### config.mk
export PLATFORM = sky130hd
export DESIGN_NAME = pt_mmu
export DESIGN_NICKNAME = d
export VERILOG_FILES = /design/src/rtl/pt_mmu_pkg.sv /design/src/rtl/pt_mmu_regs.sv /design/src/rtl/pt_mmu_tlb.sv /design/src/rtl/pt_mmu_walk.sv /design/src/rtl/pt_mmu.sv
export SDC_FILE = /design/constraint.sdc
export NUM_CORES = 1
export LEC_CHECK = 0
export ABC_AREA = 1
export BUFFER_PORTS_ARGS = -buffer_cell sky130_fd_sc_hd__buf_2
export CAP_MARGIN = 20
export CELL_PAD_IN_SITES_DETAIL_PLACEMENT = 0
export CELL_PAD_IN_SITES_GLOBAL_PLACEMENT = 1
export CORE_UTILIZATION = 30
export DETAILED_ROUTE_END_ITERATION = 8
export PLACE_DENSITY_LB_ADDON = 0.1
export SLEW_MARGIN = 20
export SYNTH_ARGS = -nofsm -noshare
export SYNTH_HDL_FRONTEND = slang
export SYNTH_SLANG_ARGS = --single-unit
### constraint.sdc
create_clock -name clk -period 9.5 [get_ports clk]
set_input_delay 1.9 -clock clk [delete_from_list [all_inputs] [get_ports clk]]
set_output_delay 1.9 -clock clk [all_outputs]
set_load 0.02 [all_outputs]
### src/rtl/pt_mmu_pkg.sv
package pt_mmu_pkg;

   localparam int PG_SHIFT   = 12;
   localparam int VPN_W      = 20;
   localparam int SUPER_SPAN = 8;

   localparam int PTE_VALID  = 28;
   localparam int PTE_WRITE  = 29;
   localparam int PTE_SUPER  = 31;

   localparam logic [2:0] RA_CTRL    = 3'd0;
   localparam logic [2:0] RA_BASE    = 3'd1;
   localparam logic [2:0] RA_SCRATCH = 3'd2;
   localparam logic [2:0] RA_FSTAT   = 3'd3;
   localparam logic [2:0] RA_FADDR   = 3'd4;

   localparam int CB_EN      = 0;
   localparam int CB_INV_ABT = 1;
   localparam int CB_INV_IRQ = 2;
   localparam int CB_WR_ABT  = 3;
   localparam int CB_WR_IRQ  = 4;
   localparam int CB_REDIR   = 5;
   localparam int CB_CLEAR   = 8;

   typedef struct packed {
      logic en;
      logic inv_abt;
      logic inv_irq;
      logic wr_abt;
      logic wr_irq;
      logic redir;
   } mmu_ctrl_t;

   typedef enum logic [2:0] {
      WK_IDLE,
      WK_CHECK,
      WK_FETCH,
      WK_WAIT,
      WK_RESP
   } walk_state_e;

endpackage

### src/rtl/pt_mmu_regs.sv
module pt_mmu_regs
   import pt_mmu_pkg::*;
#(
   parameter int FRAME_W = 24
) (
   input  logic               clk,
   input  logic               rst_n,
   input  logic               cfg_we,
   input  logic [2:0]         cfg_addr,
   input  logic [31:0]        cfg_wdata,
   output logic [31:0]        cfg_rdata,
   input  logic               clear_busy,
   input  logic               set_inv,
   input  logic               set_wr,
   input  logic [31:0]        fault_va,
   output mmu_ctrl_t          ctrl,
   output logic [FRAME_W-1:0] table_base,
   output logic [FRAME_W-1:0] scratch_frame,
   output logic               clear_start,
   output logic               irq
);

   logic        wr_ctrl, wr_base, wr_scr, wr_fstat;
   logic [1:0]  pend;
   logic [1:0]  w1c;
   logic [31:0] fva;
   logic        unused_wd;

   assign wr_ctrl  = cfg_we && (cfg_addr == RA_CTRL);
   assign wr_base  = cfg_we && (cfg_addr == RA_BASE);
   assign wr_scr   = cfg_we && (cfg_addr == RA_SCRATCH);
   assign wr_fstat = cfg_we && (cfg_addr == RA_FSTAT);

   assign clear_start = wr_ctrl && cfg_wdata[CB_CLEAR];
   assign w1c         = wr_fstat ? cfg_wdata[1:0] : 2'b00;
   assign unused_wd   = ^{cfg_wdata[31:9], cfg_wdata[7:6]};

   always_ff @(posedge clk or negedge rst_n) begin
      if (!rst_n) begin
         ctrl          <= '0;
         table_base    <= '0;
         scratch_frame <= '0;
         pend          <= '0;
         fva           <= '0;
      end else begin
         if (wr_ctrl) begin
            ctrl.en      <= cfg_wdata[CB_EN];
            ctrl.inv_abt <= cfg_wdata[CB_INV_ABT];
            ctrl.inv_irq <= cfg_wdata[CB_INV_IRQ];
            ctrl.wr_abt  <= cfg_wdata[CB_WR_ABT];
            ctrl.wr_irq  <= cfg_wdata[CB_WR_IRQ];
            ctrl.redir   <= cfg_wdata[CB_REDIR];
         end
         if (wr_base) table_base <= cfg_wdata[FRAME_W-1:0];
         if (wr_scr)  scratch_frame <= cfg_wdata[FRAME_W-1:0];
         pend <= (pend & ~w1c) | {set_wr, set_inv};
         if (set_inv || set_wr) fva <= fault_va;
      end
   end

   assign irq = (pend[0] && ctrl.inv_irq) || (pend[1] && ctrl.wr_irq);

   always_comb begin
      cfg_rdata = '0;
      case (cfg_addr)
         RA_CTRL: begin
            cfg_rdata[CB_EN]      = ctrl.en;
            cfg_rdata[CB_INV_ABT] = ctrl.inv_abt;
            cfg_rdata[CB_INV_IRQ] = ctrl.inv_irq;
            cfg_rdata[CB_WR_ABT]  = ctrl.wr_abt;
            cfg_rdata[CB_WR_IRQ]  = ctrl.wr_irq;
            cfg_rdata[CB_REDIR]   = ctrl.redir;
            cfg_rdata[CB_CLEAR]   = clear_busy;
         end
         RA_BASE:    cfg_rdata = 32'(table_base);
         RA_SCRATCH: cfg_rdata = 32'(scratch_frame);
         RA_FSTAT:   cfg_rdata = {30'd0, pend};
         RA_FADDR:   cfg_rdata = fva;
         default:    cfg_rdata = '0;
      endcase
   end

   assert_w1c_R8: assert property (@(posedge clk) disable iff (!rst_n)
      (wr_fstat && cfg_wdata[0] && !set_inv) |=> !pend[0]);

   assert_fault_record_R6: assert property (@(posedge clk) disable iff (!rst_n)
      set_inv |=> (pend[0] && fva == $past(fault_va)));

endmodule

### src/rtl/pt_mmu_tlb.sv
module pt_mmu_tlb
   import pt_mmu_pkg::*;
#(
   parameter int ENTRIES = 8,
   parameter int FRAME_W = 24
) (
   input  logic               clk,
   input  logic               rst_n,
   input  logic [VPN_W-1:0]   lk_vpn,
   output logic               lk_hit,
   output logic [FRAME_W-1:0] lk_frame,
   output logic               lk_wr,
   output logic               lk_super,
   input  logic               fill_en,
   input  logic [VPN_W-1:0]   fill_vpn,
   input  logic [FRAME_W-1:0] fill_frame,
   input  logic               fill_wr,
   input  logic               fill_super,
   input  logic               clear_start,
   output logic               clear_busy
);

   localparam int IDX_W = (ENTRIES > 1) ? $clog2(ENTRIES) : 1;
   localparam logic [IDX_W-1:0] LAST = IDX_W'(ENTRIES - 1);

   logic [ENTRIES-1:0] ent_v, ent_s, ent_w, hit_vec;
   logic [VPN_W-1:0]   ent_tag [ENTRIES];
   logic [FRAME_W-1:0] ent_fr  [ENTRIES];
   logic [IDX_W-1:0]   rr, clr_idx;
   logic               do_fill;

   assign do_fill = fill_en && !clear_busy && !clear_start;

   for (genvar g = 0; g < ENTRIES; g++) begin : g_way
      logic tag_full, tag_super;
      assign tag_full  = (ent_tag[g] == lk_vpn);
      assign tag_super = (ent_tag[g][VPN_W-1:SUPER_SPAN] == lk_vpn[VPN_W-1:SUPER_SPAN]);
      assign hit_vec[g] = ent_v[g] && (ent_s[g] ? tag_super : tag_full);
   end

   always_comb begin
      lk_frame = '0;
      lk_wr    = 1'b0;
      lk_super = 1'b0;
      for (int i = 0; i < ENTRIES; i++) begin
         if (hit_vec[i]) begin
            lk_frame = lk_frame | ent_fr[i];
            lk_wr    = lk_wr | ent_w[i];
            lk_super = lk_super | ent_s[i];
         end
      end
   end
   assign lk_hit = |hit_vec;

   always_ff @(posedge clk or negedge rst_n) begin
      if (!rst_n) begin
         ent_v      <= '0;
         ent_s      <= '0;
         ent_w      <= '0;
         rr         <= '0;
         clr_idx    <= '0;
         clear_busy <= 1'b0;
      end else if (clear_start) begin
         clear_busy <= 1'b1;
         clr_idx    <= '0;
         rr         <= '0;
      end else if (clear_busy) begin
         ent_v[clr_idx] <= 1'b0;
         clr_idx        <= clr_idx + 1'b1;
         if (clr_idx == LAST) clear_busy <= 1'b0;
      end else if (do_fill) begin
         ent_v[rr] <= 1'b1;
         ent_s[rr] <= fill_super;
         ent_w[rr] <= fill_wr;
         rr        <= (rr == LAST) ? '0 : rr + 1'b1;
      end
   end

   always_ff @(posedge clk) begin
      if (do_fill) begin
         ent_tag[rr] <= fill_vpn;
         ent_fr[rr]  <= fill_frame;
      end
   end

   assert_single_hit_R4: assert property (@(posedge clk) disable iff (!rst_n)
      $onehot0(hit_vec));

   assert_clear_done_R10: assert property (@(posedge clk) disable iff (!rst_n)
      (clear_busy && clr_idx == LAST && !clear_start) |=> (!clear_busy && ent_v == '0));

endmodule

### src/rtl/pt_mmu_walk.sv
module pt_mmu_walk
   import pt_mmu_pkg::*;
#(
   parameter int FRAME_W = 24,
   localparam int PA_W   = FRAME_W + PG_SHIFT
) (
   input  logic               clk,
   input  logic               rst_n,
   input  logic               req_valid,
   output logic               req_ready,
   input  logic [31:0]        req_vaddr,
   input  logic               req_write,
   output logic               resp_valid,
   output logic [PA_W-1:0]    resp_paddr,
   output logic               resp_abort,
   output logic               fetch_valid,
   input  logic               fetch_ready,
   output logic [PA_W-1:0]    fetch_addr,
   input  logic               fetch_rvalid,
   input  logic [31:0]        fetch_rdata,
   input  mmu_ctrl_t          ctrl,
   input  logic [FRAME_W-1:0] table_base,
   input  logic [FRAME_W-1:0] scratch_frame,
   input  logic               clear_busy,
   output logic [VPN_W-1:0]   lk_vpn,
   input  logic               lk_hit,
   input  logic [FRAME_W-1:0] lk_frame,
   input  logic               lk_wr,
   input  logic               lk_super,
   output logic               fill_en,
   output logic [FRAME_W-1:0] fill_frame,
   output logic               fill_wr,
   output logic               fill_super,
   output logic               set_inv,
   output logic               set_wr,
   output logic [31:0]        fault_va
);

   walk_state_e st;
   logic [31:0]        va_q;
   logic               wr_q, en_q;
   logic [PA_W-1:0]    pa_q;
   logic               abt_q;

   logic               s_valid, s_wr, s_sup;
   logic [FRAME_W-1:0] s_fr;
   logic [PA_W-1:0]    tr_pa, res_pa;
   logic               f_inv, f_wr, res_abt, done;
   logic               unused_pte;

   assign unused_pte = ^{fetch_rdata[30], fetch_rdata[27:FRAME_W]};

   assign lk_vpn   = va_q[31:PG_SHIFT];
   assign fault_va = va_q;

   always_comb begin
      if (st == WK_WAIT) begin
         s_valid = fetch_rdata[PTE_VALID];
         s_wr    = fetch_rdata[PTE_WRITE];
         s_sup   = fetch_rdata[PTE_SUPER];
         s_fr    = fetch_rdata[FRAME_W-1:0];
      end else begin
         s_valid = 1'b1;
         s_wr    = lk_wr;
         s_sup   = lk_super;
         s_fr    = lk_frame;
      end
   end

   always_comb begin
      if (s_sup) tr_pa = {s_fr[FRAME_W-1:SUPER_SPAN], va_q[SUPER_SPAN+PG_SHIFT-1:0]};
      else       tr_pa = {s_fr, va_q[PG_SHIFT-1:0]};
   end

   assign f_inv = en_q && !s_valid;
   assign f_wr  = en_q && s_valid && wr_q && !s_wr;

   always_comb begin
      if (!en_q)                         res_pa = PA_W'(va_q);
      else if (ctrl.redir && (f_inv || f_wr)) res_pa = {scratch_frame, va_q[PG_SHIFT-1:0]};
      else                               res_pa = tr_pa;
   end
   assign res_abt = (f_inv && ctrl.inv_abt) || (f_wr && ctrl.wr_abt);

   assign done = ((st == WK_CHECK) && (!en_q || lk_hit)) ||
                 ((st == WK_WAIT) && fetch_rvalid);

   assign set_inv = done && f_inv;
   assign set_wr  = done && f_wr;

   assign fill_en    = (st == WK_WAIT) && fetch_rvalid && fetch_rdata[PTE_VALID];
   assign fill_frame = fetch_rdata[FRAME_W-1:0];
   assign fill_wr    = fetch_rdata[PTE_WRITE];
   assign fill_super = fetch_rdata[PTE_SUPER];

   assign req_ready   = (st == WK_IDLE) && !clear_busy;
   assign fetch_valid = (st == WK_FETCH);
   assign fetch_addr  = {table_base, {PG_SHIFT{1'b0}}} + PA_W'({lk_vpn, 2'b00});
   assign resp_valid  = (st == WK_RESP);
   assign resp_paddr  = pa_q;
   assign resp_abort  = abt_q;

   always_ff @(posedge clk or negedge rst_n) begin
      if (!rst_n) begin
         st    <= WK_IDLE;
         va_q  <= '0;
         wr_q  <= 1'b0;
         en_q  <= 1'b0;
         pa_q  <= '0;
         abt_q <= 1'b0;
      end else begin
         case (st)
            WK_IDLE: if (req_valid && req_ready) begin
               va_q <= req_vaddr;
               wr_q <= req_write;
               en_q <= ctrl.en;
               st   <= WK_CHECK;
            end
            WK_CHECK: st <= done ? WK_RESP : WK_FETCH;
            WK_FETCH: if (fetch_ready) st <= WK_WAIT;
            WK_WAIT:  if (fetch_rvalid) st <= WK_RESP;
            WK_RESP:  st <= WK_IDLE;
            default:  st <= WK_IDLE;
         endcase
         if (done) begin
            pa_q  <= res_pa;
            abt_q <= res_abt;
         end
      end
   end

   assert_fetch_hold_R2: assert property (@(posedge clk) disable iff (!rst_n)
      (fetch_valid && !fetch_ready) |=> (fetch_valid && $stable(fetch_addr)));

   assert_hit_no_fetch_R4: assert property (@(posedge clk) disable iff (!rst_n)
      (st == WK_CHECK && lk_hit) |=> !fetch_valid);

   assert_resp_pulse_R12: assert property (@(posedge clk) disable iff (!rst_n)
      resp_valid |=> !resp_valid);

   assert_off_no_fault_R1: assert property (@(posedge clk) disable iff (!rst_n)
      (resp_valid && !en_q) |-> (!resp_abort && resp_paddr == PA_W'(va_q)));

endmodule

### src/rtl/pt_mmu.sv
module pt_mmu
   import pt_mmu_pkg::*;
#(
   parameter int TLB_ENTRIES = 8,
   parameter int FRAME_W     = 24,
   localparam int PA_W       = FRAME_W + PG_SHIFT
) (
   input  logic            clk,
   input  logic            rst_n,
   input  logic            req_valid,
   output logic            req_ready,
   input  logic [31:0]     req_vaddr,
   input  logic            req_write,
   output logic            resp_valid,
   output logic [PA_W-1:0] resp_paddr,
   output logic            resp_abort,
   output logic            fetch_valid,
   input  logic            fetch_ready,
   output logic [PA_W-1:0] fetch_addr,
   input  logic            fetch_rvalid,
   input  logic [31:0]     fetch_rdata,
   input  logic            cfg_we,
   input  logic [2:0]      cfg_addr,
   input  logic [31:0]     cfg_wdata,
   output logic [31:0]     cfg_rdata,
   output logic            irq
);

   if (TLB_ENTRIES < 2) begin : g_bad_depth
      $error("pt_mmu: TLB_ENTRIES must be at least 2");
   end
   if (FRAME_W < VPN_W || FRAME_W > 24) begin : g_bad_frame
      $error("pt_mmu: FRAME_W must lie between 20 and 24");
   end

   mmu_ctrl_t          ctrl;
   logic [FRAME_W-1:0] table_base, scratch_frame;
   logic               clear_start, clear_busy;
   logic               set_inv, set_wr;
   logic [31:0]        fault_va;
   logic [VPN_W-1:0]   lk_vpn;
   logic               lk_hit, lk_wr, lk_super;
   logic [FRAME_W-1:0] lk_frame, fill_frame;
   logic               fill_en, fill_wr, fill_super;

   pt_mmu_regs #(.FRAME_W(FRAME_W)) i_regs (
      .clk           (clk),
      .rst_n         (rst_n),
      .cfg_we        (cfg_we),
      .cfg_addr      (cfg_addr),
      .cfg_wdata     (cfg_wdata),
      .cfg_rdata     (cfg_rdata),
      .clear_busy    (clear_busy),
      .set_inv       (set_inv),
      .set_wr        (set_wr),
      .fault_va      (fault_va),
      .ctrl          (ctrl),
      .table_base    (table_base),
      .scratch_frame (scratch_frame),
      .clear_start   (clear_start),
      .irq           (irq)
   );

   pt_mmu_tlb #(.ENTRIES(TLB_ENTRIES), .FRAME_W(FRAME_W)) i_tlb (
      .clk         (clk),
      .rst_n       (rst_n),
      .lk_vpn      (lk_vpn),
      .lk_hit      (lk_hit),
      .lk_frame    (lk_frame),
      .lk_wr       (lk_wr),
      .lk_super    (lk_super),
      .fill_en     (fill_en),
      .fill_vpn    (lk_vpn),
      .fill_frame  (fill_frame),
      .fill_wr     (fill_wr),
      .fill_super  (fill_super),
      .clear_start (clear_start),
      .clear_busy  (clear_busy)
   );

   pt_mmu_walk #(.FRAME_W(FRAME_W)) i_walk (
      .clk           (clk),
      .rst_n         (rst_n),
      .req_valid     (req_valid),
      .req_ready     (req_ready),
      .req_vaddr     (req_vaddr),
      .req_write     (req_write),
      .resp_valid    (resp_valid),
      .resp_paddr    (resp_paddr),
      .resp_abort    (resp_abort),
      .fetch_valid   (fetch_valid),
      .fetch_ready   (fetch_ready),
      .fetch_addr    (fetch_addr),
      .fetch_rvalid  (fetch_rvalid),
      .fetch_rdata   (fetch_rdata),
      .ctrl          (ctrl),
      .table_base    (table_base),
      .scratch_frame (scratch_frame),
      .clear_busy    (clear_busy),
      .lk_vpn        (lk_vpn),
      .lk_hit        (lk_hit),
      .lk_frame      (lk_frame),
      .lk_wr         (lk_wr),
      .lk_super      (lk_super),
      .fill_en       (fill_en),
      .fill_frame    (fill_frame),
      .fill_wr       (fill_wr),
      .fill_super    (fill_super),
      .set_inv       (set_inv),
      .set_wr        (set_wr),
      .fault_va      (fault_va)
   );

   assert_ready_clear_R12: assert property (@(posedge clk) disable iff (!rst_n)
      clear_start |=> !req_ready);

endmodule

==> reports/qor.yml, run 1 <==
fp.dieW_microns: 294
dpl_cell_area_sq_um: 27800
async_flop_share_pct: 35.4
num_vias: 19517
crit_slowest_cell: "fa_1"
final_common_cell: "nand2_1"
yosysSeqAreaShare_pct: 60.2
crit_required_ps: 7600
fin_nets: 3054
wire_per_inst_microns: 22.1
vias_per_cell: 4.74
crit_buf_inv: 3
ctsHoldBuffers: 0
crit_chain: "buf_4, inv_2, fa_1, nor2_1, a211oi_1, o21ai_1, a21boi_0, o21ai_1, nand2_1, nor2_1, nand3_1, nor2_1, nand3_1, nand2_1, nand2_1, buf_2"
synthFlopType: "edfxtp_1"
yosysWarnings: 0
start_util_pct: 30.4
cts_buffer_depth: 3
preCtsSetupSlack_ps: 3480
grt-ovfl-total: 0
root_buffer: "clkbuf_16"
pin_count: 215
finalPower_mw: 8.19
clkLatencyLatePin_ps: 610
fp-row-count: 106
dr.pass1.iters: 5
leakage_nw: 13.0
core-area_sq_um: 84100
path_max_fanout: 21
relSlewSlack_pct: 25.5
fmax_mhz: 165
cts_sinks: 545
drive_above_1_share_pct: 13.7
tightest_slew_ps: 1120
syn-instance-count: 2736
syn_area_sq_um: 25600
antenna_found_initial: 2
io_buffers: 199
stdcell_area_sq_um: 29800
rsz0062_at_grt: "no"
ctsResizeCount: 0
routed_wl_microns: 90800
clkTransAtPathRegs_ps: 60
slowest_delay_ps: 530
fin_crit_sh_pct: 63.7
synth_edf_count: 352
period_minus_slack_ps: 6050
htree_levels: 3
maxCapViolations: 0
antenna_left: 0
worstSetupStartpointType: "register"
hp-class: "register to register"
worstPathArrival_ps: 4150
drv_slew: 0
path_class: "register to output pin"
status: "finished, final reports clean"
seq_area_sq_um: 15400
dp_hpwl_microns: 59700
end_kind: "output pin"
drtIter0Drc: 1285
critPathTopFamily: "simple AND/OR/NAND/NOR gates"
layout_common_cells: "nand2_1 (794), edfxtp_1 (352), nand3_1 (264), inv_1 (242), nor2_1 (221)"
setup_viol: 0
postSynthAreaPerCell_sq_um: 9.36
fin_setup_tns_ps: 0
area_growth_pct: 16.6
gr-usage-all-layers_pct: 21.1
grt_max_degree: 84
die_area_sq_um: 86500
dieHeight_microns: 294
postCtsSetupRepairBufs: 0
hold_violations: 0
synth_cell_types: 50
powerDensity_nw_per_um2: 274
numCtsBuffers: 66
fin_skew_ps: 22.8
cts_tree: "done"
gp_congestion: 0.815
grt_pass1_vias: 19626
num-fill-cells: 8678
fin_ws_ps: 3450
multiInputGateArea_sq_um: 8560
drc: 0
grt_pass1_wl_microns: 133000
ir_worst_vdd_mv: 0.219
ys_seq_elements: 545
synthesized netlist by cell type (6+ instances only):
master	instances	area, sq um
nand4_1	24	150
dfrtp_1	193	4830
nor2_2	6	37.5
a31oi_1	9	56.3
o21ai_1	38	190
nand2_1	795	2980
ha_1	14	175
xnor2_1	80	701
nor2_1	229	860
inv_1	246	923
and2_1	6	37.5
buf_2	39	195
nand3_1	264	1320
xor2_1	24	210
buf_4	28	210
buf_6	9	101
clkbuf_1	38	143
nor3_1	18	90.1
or2_2	9	56.3
a21oi_1	102	510
o21ai_0	114	571
o211ai_1	8	60.1
nand3b_1	18	135
edfxtp_1	352	10600
inv_2	25	93.8
kinds of logic after synthesis:
group           after synthesis  share of synthesized area (%)
fa+ha+maj                    15                          0.762
simple gates               1385                           22.7
buf+inv                     392                           6.61
other cells                   1                         0.0146
compound gates              294                           6.15
xor+xnor                    104                           3.56
flops                       545                           60.2
path summary, 6_finish.rpt:
path,from,to,slack (ps),cells past startpoint
max,i_walk.fault_va[23],fetch_addr[32],3450,16
min,i_walk.resp_paddr[1],i_walk.resp_paddr[1],480,2
max reg2reg,i_walk.fault_va[12],i_walk.resp_paddr[35],4620,15
min reg2reg,i_walk.resp_paddr[1],i_walk.resp_paddr[1],480,2
max in group asynchronous,rst_n,i_walk.resp_paddr[23],6770,2
min in group asynchronous,rst_n,i_walk.resp_paddr[7],1280,1
per-layer routing:
metal | track usage, % | routed length, microns
met5 | 0 | 0
met4 | 5.37 | 1800
met1 | 29.3 | 42400
met2 | 33.9 | 42100
met3 | 3.63 | 4550
power by group:
| part | switching [mW] | total (mW) | internal (mW) |
|---|---|---|---|
| combinational | 1.85 | 2.58 | 0.732 |
| sequential | 0.247 | 3.16 | 2.91 |
| clock | 1.03 | 2.46 | 1.43 |
layout make-up:
| class | instances | share of cell area (%) |
|---|---|---|
| diodes | 2 | 0.0168 |
| clock buffers | 100 | 6.57 |
| clock inverters | 14 | 0.386 |
| inverters | 275 | 3.46 |
| multi-input cells | 1800 | 28.7 |
| flip-flops and latches | 545 | 51.6 |
| well taps | 1134 | 4.75 |
| repair buffers | 245 | 4.53 |
flip-flops by register name, summed over array words and instances (netlist names):
register and cells:
i_regs.ctrl 6, i_regs.fva 32, i_regs.pend 2, i_regs.scratch_frame 24, i_regs.table_base 24, i_tlb.clear_busy 1
i_tlb.clr_idx 3, i_tlb.ent_fr 192, i_tlb.ent_s 8, i_tlb.ent_tag 160, i_tlb.ent_v 8, i_tlb.ent_w 8
i_tlb.rr 3, i_walk.en_q 1, i_walk.fault_va 32, i_walk.resp_abort 1, i_walk.resp_paddr 36, i_walk.st 3
i_walk.wr_q 1
stage by stage:
stage	hold slack (ps)	util, %	instances
finish	482	35.5	4115
global placement	463	33.0	3999
global route	503	35.5	4115
CTS	486	35.5	4113
floorplan	453	-	2737
detailed placement	472	33.0	3999
worst register-to-register path, stage by stage, from the launching register on:
cell and delay (ps):
dfrtp_1 430, buf_4 290, xnor2_1 150, nand2_1 70, nor2_1 100, nand2_1 180, nand2_1 640, and2_1 780
nor3_2 140, nand2_1 100, nand2_1 60, nand2_2 530, inv_2 620, nor2_2 500, o211ai_1 150, nand2_1 80
Note: power is estimated with default switching activity, not from simulation.
==> run 2: changes to the inputs <==
==> constraint.sdc (replaced) <==
create_clock -name clk -period 6.1 [get_ports clk]
set_input_delay 1.22 -clock clk [delete_from_list [all_inputs] [get_ports clk]]
set_output_delay 1.22 -clock clk [all_outputs]
set_load 0.02 [all_outputs]
==> run 2 against run 1 <==
Critical path depth decreased by 1. Via count increased by 0.24%. Power increased by 58%. Clock skew increased by 5.7 ps. Global-route usage decreased by 0.098 points. Sequential power increased by 60%.
==> reports/qor.yml, run 2 (same netlist as run 1, synthesis figures left out) <==
grt_pass1_wl_microns: 132000
die_area_sq_um: 86500
end_kind: "output pin"
fin_nets: 3065
worstPathArrival_ps: 4180
fin_crit_sh_pct: 88.5
path_max_fanout: 21
ctsHoldBuffers: 0
worstSetupStartpointType: "register"
ir_worst_vdd_mv: 0.300
routed_wl_microns: 90400
leakage_nw: 13.1
dp_cells: 4008
ctsResizeCount: 0
cts_sinks: 545
antenna_left: 0
tightest_slew_ps: 1030
crit_chain: "buf_4, inv_2, fa_1, nor2_1, a211oi_1, o21ai_1, a21boi_0, o21ai_1, nand2_1, nor2_1, nand3_1, nor2_1, nand4_1, nand2_1, buf_2"
relSlewSlack_pct: 31.4
core-area_sq_um: 84100
root_buffer: "clkbuf_16"
fin_skew_ps: 28.5
hp-class: "register to register"
io_buffers: 199
period_minus_slack_ps: 5400
drtIter0Drc: 1362
dp_hpwl_microns: 61500
cts_buffer_depth: 3
gr-usage-all-layers_pct: 21.0
gp_congestion: 0.848
final_common_cell: "nand2_1"
dr.pass1.iters: 5
postCtsSetupRepairBufs: 0
vias_per_cell: 4.73
htree_levels: 3
grt_pass1_vias: 19635
antenna_found_initial: 1
fin_setup_tns_ps: 0
final_cells: 4132
finalPower_mw: 13.0
maxCapViolations: 0
start_util_pct: 30.4
top_register: "i_tlb.ent_fr"
pin_count: 215
layout_common_cells: "nand2_1 (794), edfxtp_1 (352), nand3_1 (264), inv_1 (242), nor2_1 (221)"
hold_violations: 0
wire_per_inst_microns: 21.9
num_vias: 19564
post-route-util_pct: 35.7
fmax_mhz: 185
largest_register_ffs: 192
path_class: "register to output pin"
crit_required_ps: 4880
drc: 0
drv_slew: 0
powerDensity_nw_per_um2: 432
numCtsBuffers: 68
fp-row-count: 106
clkLatencyLatePin_ps: 620
dieHeight_microns: 294
drive_above_1_share_pct: 13.9
grt_max_degree: 111
setup_viol: 0
slowest_delay_ps: 520
crit_top_cell: "nor2_1"
fp.dieW_microns: 294
rsz0062_at_grt: "no"
status: "finished, final reports clean"
crit_slowest_cell: "fa_1"
grt-ovfl-total: 0
area_growth_pct: 17.4
clkTransAtPathRegs_ps: 60
cts_tree: "done"
==> run 2: through the flow <==
| step | hold slack [ps] | instance area (sq um) | setup WS, ps |
|---|---|---|---|
| 4_1_cts | 488 | 30100 | 670 |
| 3_5_place_dp | 473 | 27800 | 1350 |
| 3_3_place_gp | 462 | 27800 | 1330 |
| 6_report | 483 | 30100 | 701 |
| 2_1_floorplan | 453 | 25600 | 583 |
| 5_1_grt | 496 | 30100 | 394 |
==> run 2: path summary, 6_finish.rpt <==
kind                                          to  slack, ps  cells after the start            startpoint
setup / recovery                  fetch_addr[32]        700                     15   i_walk.fault_va[23]
hold / removal              i_walk.resp_paddr[1]        480                      2  i_walk.resp_paddr[1]
setup reg to reg           i_walk.resp_paddr[10]       2070                     15   i_walk.fault_va[13]
hold reg to reg             i_walk.resp_paddr[1]        480                      2  i_walk.resp_paddr[1]
max in group asynchronous         i_tlb.ent_v[0]       4170                      2                 rst_n
min in group asynchronous   i_walk.resp_paddr[7]        710                      1                 rst_n
==> run 2: layer usage <==
layer	part of all wire, %	vias to the layer above	global-route usage, %
met5	0	-	0
met4	1.5	0	4.80
met3	4.5	85	3.01
met2	47	435	34.1
met1	47	9620	29.5
li1	-	9424	-
==> run 2: area by class of cell <==
type / count / area [sq um]
fill: 8654 / 54000
sequential: 545 / 15400
multi-input combinational: 1800 / 8560
clock buffer: 92 / 1840
timing repair buffer: 254 / 1430
tap: 1134 / 1420
inverter: 275 / 1030
clock inverter: 31 / 367
antenna: 1 / 2.50
==> run 2: power breakdown <==
| group | internal (mW) | leakage [nW] | total, mW | switching, mW |
|---|---|---|---|---|
| Sequential | 4.53 | 5.48 | 5.07 | 0.541 |
| Combinational | 1.15 | 6.56 | 3.86 | 2.71 |
| Clock | 2.39 | 1.08 | 4.05 | 1.65 |
| Total | 8.08 | 13.1 | 13.0 | 4.90 |
==> run 2: critical path, delay by kind of cell (launching register included) <==
kind,cells,cell delay [ps]
AO/OA/AOI/OAI,4,960
flip-flops,1,320
adder cells (fa/ha/maj),1,520
buffers and inverters,3,730
AND/OR/NAND/NOR,7,1020
==> run 3: changes to the inputs <==
--- a/config.mk
+++ b/config.mk
@@ -8,7 +8,7 @@
 export ABC_AREA = 1
 export BUFFER_PORTS_ARGS = -buffer_cell sky130_fd_sc_hd__buf_2
 export CAP_MARGIN = 20
-export CELL_PAD_IN_SITES_DETAIL_PLACEMENT = 0
+export CELL_PAD_IN_SITES_DETAIL_PLACEMENT = 1
 export CELL_PAD_IN_SITES_GLOBAL_PLACEMENT = 1
 export CORE_UTILIZATION = 30
 export DETAILED_ROUTE_END_ITERATION = 8
==> run 3 against run 2 <==
Non-clock buffer count did not move. Clock-buffer cell count rose by 5. Register-to-register slack got worse by 40 ps. Design area fell by 0.28%. Sequential share of layout area rose by 0.15 points. First-iteration DRC count fell by 21%. Combinational power rose by 1%. Die area did not move. Critical path type unchanged. Critical endpoint unchanged.
==> reports/qor.yml, run 3 (same netlist as run 1, synthesis figures left out) <==
fp-row-count: 106
antenna_left: 0
drtIter0Drc: 1075
ctsHoldBuffers: 0
crit_buf_inv: 3
root_buffer: "clkbuf_16"
clkLatencyLatePin_ps: 620
vias_per_cell: 4.82
seq_area_sq_um: 15400
wire_per_inst_microns: 22.7
routed_wl_microns: 93600
worstPathArrival_ps: 4230
drive_above_1_share_pct: 14.0
hp-class: "register to register"
crit_chain: "buf_4, inv_2, fa_1, nor2_1, a211oi_1, o21ai_1, a21boi_0, o21ai_1, nand2_1, nor2_1, nand3_1, nor2_1, nand4_1, nand2_1, buf_2"
grt_pass1_vias: 20939
critPathTopFamily: "simple AND/OR/NAND/NOR gates"
fp.dieW_microns: 294
period_minus_slack_ps: 5450
final_cells: 4133
dp_hpwl_microns: 64300
htree_levels: 3
stdcell_area_sq_um: 30000
num-fill-cells: 9677
dieHeight_microns: 294
fin_setup_tns_ps: 0
hold_start: "i_regs.ctrl[1]"
gr-usage-all-layers_pct: 21.8
path_class: "register to output pin"
grt_max_degree: 111
powerDensity_nw_per_um2: 429
cts_buffer_depth: 3
start_util_pct: 30.4
area_growth_pct: 17.1
io_buffers: 199
fmax_mhz: 184
numCtsBuffers: 68
holdPathEnd: "i_regs.ctrl[1]"
multiInputGateArea_sq_um: 8560
reg2reg_to: "i_walk.resp_paddr[3]"
ir_worst_vdd_mv: 0.233
cts_tree: "done"
reg2reg_slack_ps: 2030
final_common_cell: "nand2_1"
end_kind: "output pin"
crit_top_cell: "nor2_1"
hold_violations: 0
leakage_nw: 13.1
worst_r2r_startpoint: "i_walk.fault_va[13]"
worstSetupStartpointType: "register"
clkTransAtPathRegs_ps: 60
top_register: "i_tlb.ent_fr"
worstSetupPathDepth: 15
setup_viol: 0
grt_pass1_wl_microns: 139000
postCtsSetupRepairBufs: 0
maxCapViolations: 0
gp_congestion: 0.848
cts_sinks: 545
fin_skew_ps: 24.2
fin_crit_sh_pct: 89.3
layout_common_cells: "nand2_1 (794), edfxtp_1 (352), nand3_1 (264), inv_1 (242), nor2_1 (221)"
dr.pass1.iters: 5
dpl_cell_area_sq_um: 27800
antenna_found_initial: 3
crit_required_ps: 4880
rr_worst_depth: 15
status: "finished, final reports clean"
ctsResizeCount: 0
drv_slew: 0
slowest_delay_ps: 530
fin_nets: 3065
relSlewSlack_pct: 28.7
whs_path_depth: 2
drc: 0
largest_register_ffs: 192
tightest_slew_ps: 1070
num_vias: 19932
dp_cells: 4008
path_max_fanout: 21
crit_slowest_cell: "fa_1"
grt-ovfl-total: 0
die_area_sq_um: 86500
pin_count: 215
rsz0062_at_grt: "no"
core-area_sq_um: 84100
[run 3: power breakdown]
group,total (mW),internal [mW],switching [mW]
Clock,3.88,2.25,1.63
Sequential,5.07,4.53,0.538
Combinational,3.91,1.15,2.76
[run 3: per-layer routing]
metal / routed length [microns] / global-route usage, %
met1: 44300 / 30.4
met2: 44400 / 36.2
met3: 3580 / 2.68
met4: 1430 / 4.84
met5: 0 / 0
[run 3: how the worst max path moves through the flow]
stage	start	endpoint
final	i_walk.fault_va[23]	fetch_addr[32]
after global placement	i_walk.fault_va[23]	fetch_addr[32]
after floorplan	cfg_addr[1]	i_tlb.ent_v[5]
after global routing	i_walk.fault_va[23]	fetch_addr[32]
after CTS	i_walk.fault_va[23]	fetch_addr[32]
after detailed placement	i_walk.fault_va[23]	fetch_addr[32]
[run 3: cell type report]
type	instances	share of cell area, %
sequential	545	51.4
multi-input combinational	1800	28.6
clock buffer	97	6.56
timing repair buffer	254	4.78
tap	1134	4.73
inverter	275	3.44
clock inverter	25	0.509
antenna	3	0.0250
[run 3: through the flow]
stage	worst slack [ps]	utilization (%)	total power [mW]	hold WS, ps
after floorplan	583	-	7.47	453
after CTS	568	35.6	13.0	488
final	651	35.6	12.9	482
after global placement	1330	33.1	9.03	462
after global routing	289	35.6	13.6	504
after detailed placement	1250	33.1	9.11	473
[run 3: worst reg2reg max path, delay by kind of cell, from the launching register on]
family          cells  cell delay, ps
xor+xnor            1             170
buf+inv             2             880
simple gates       11            1960
compound gates      1             100
flops               1             860
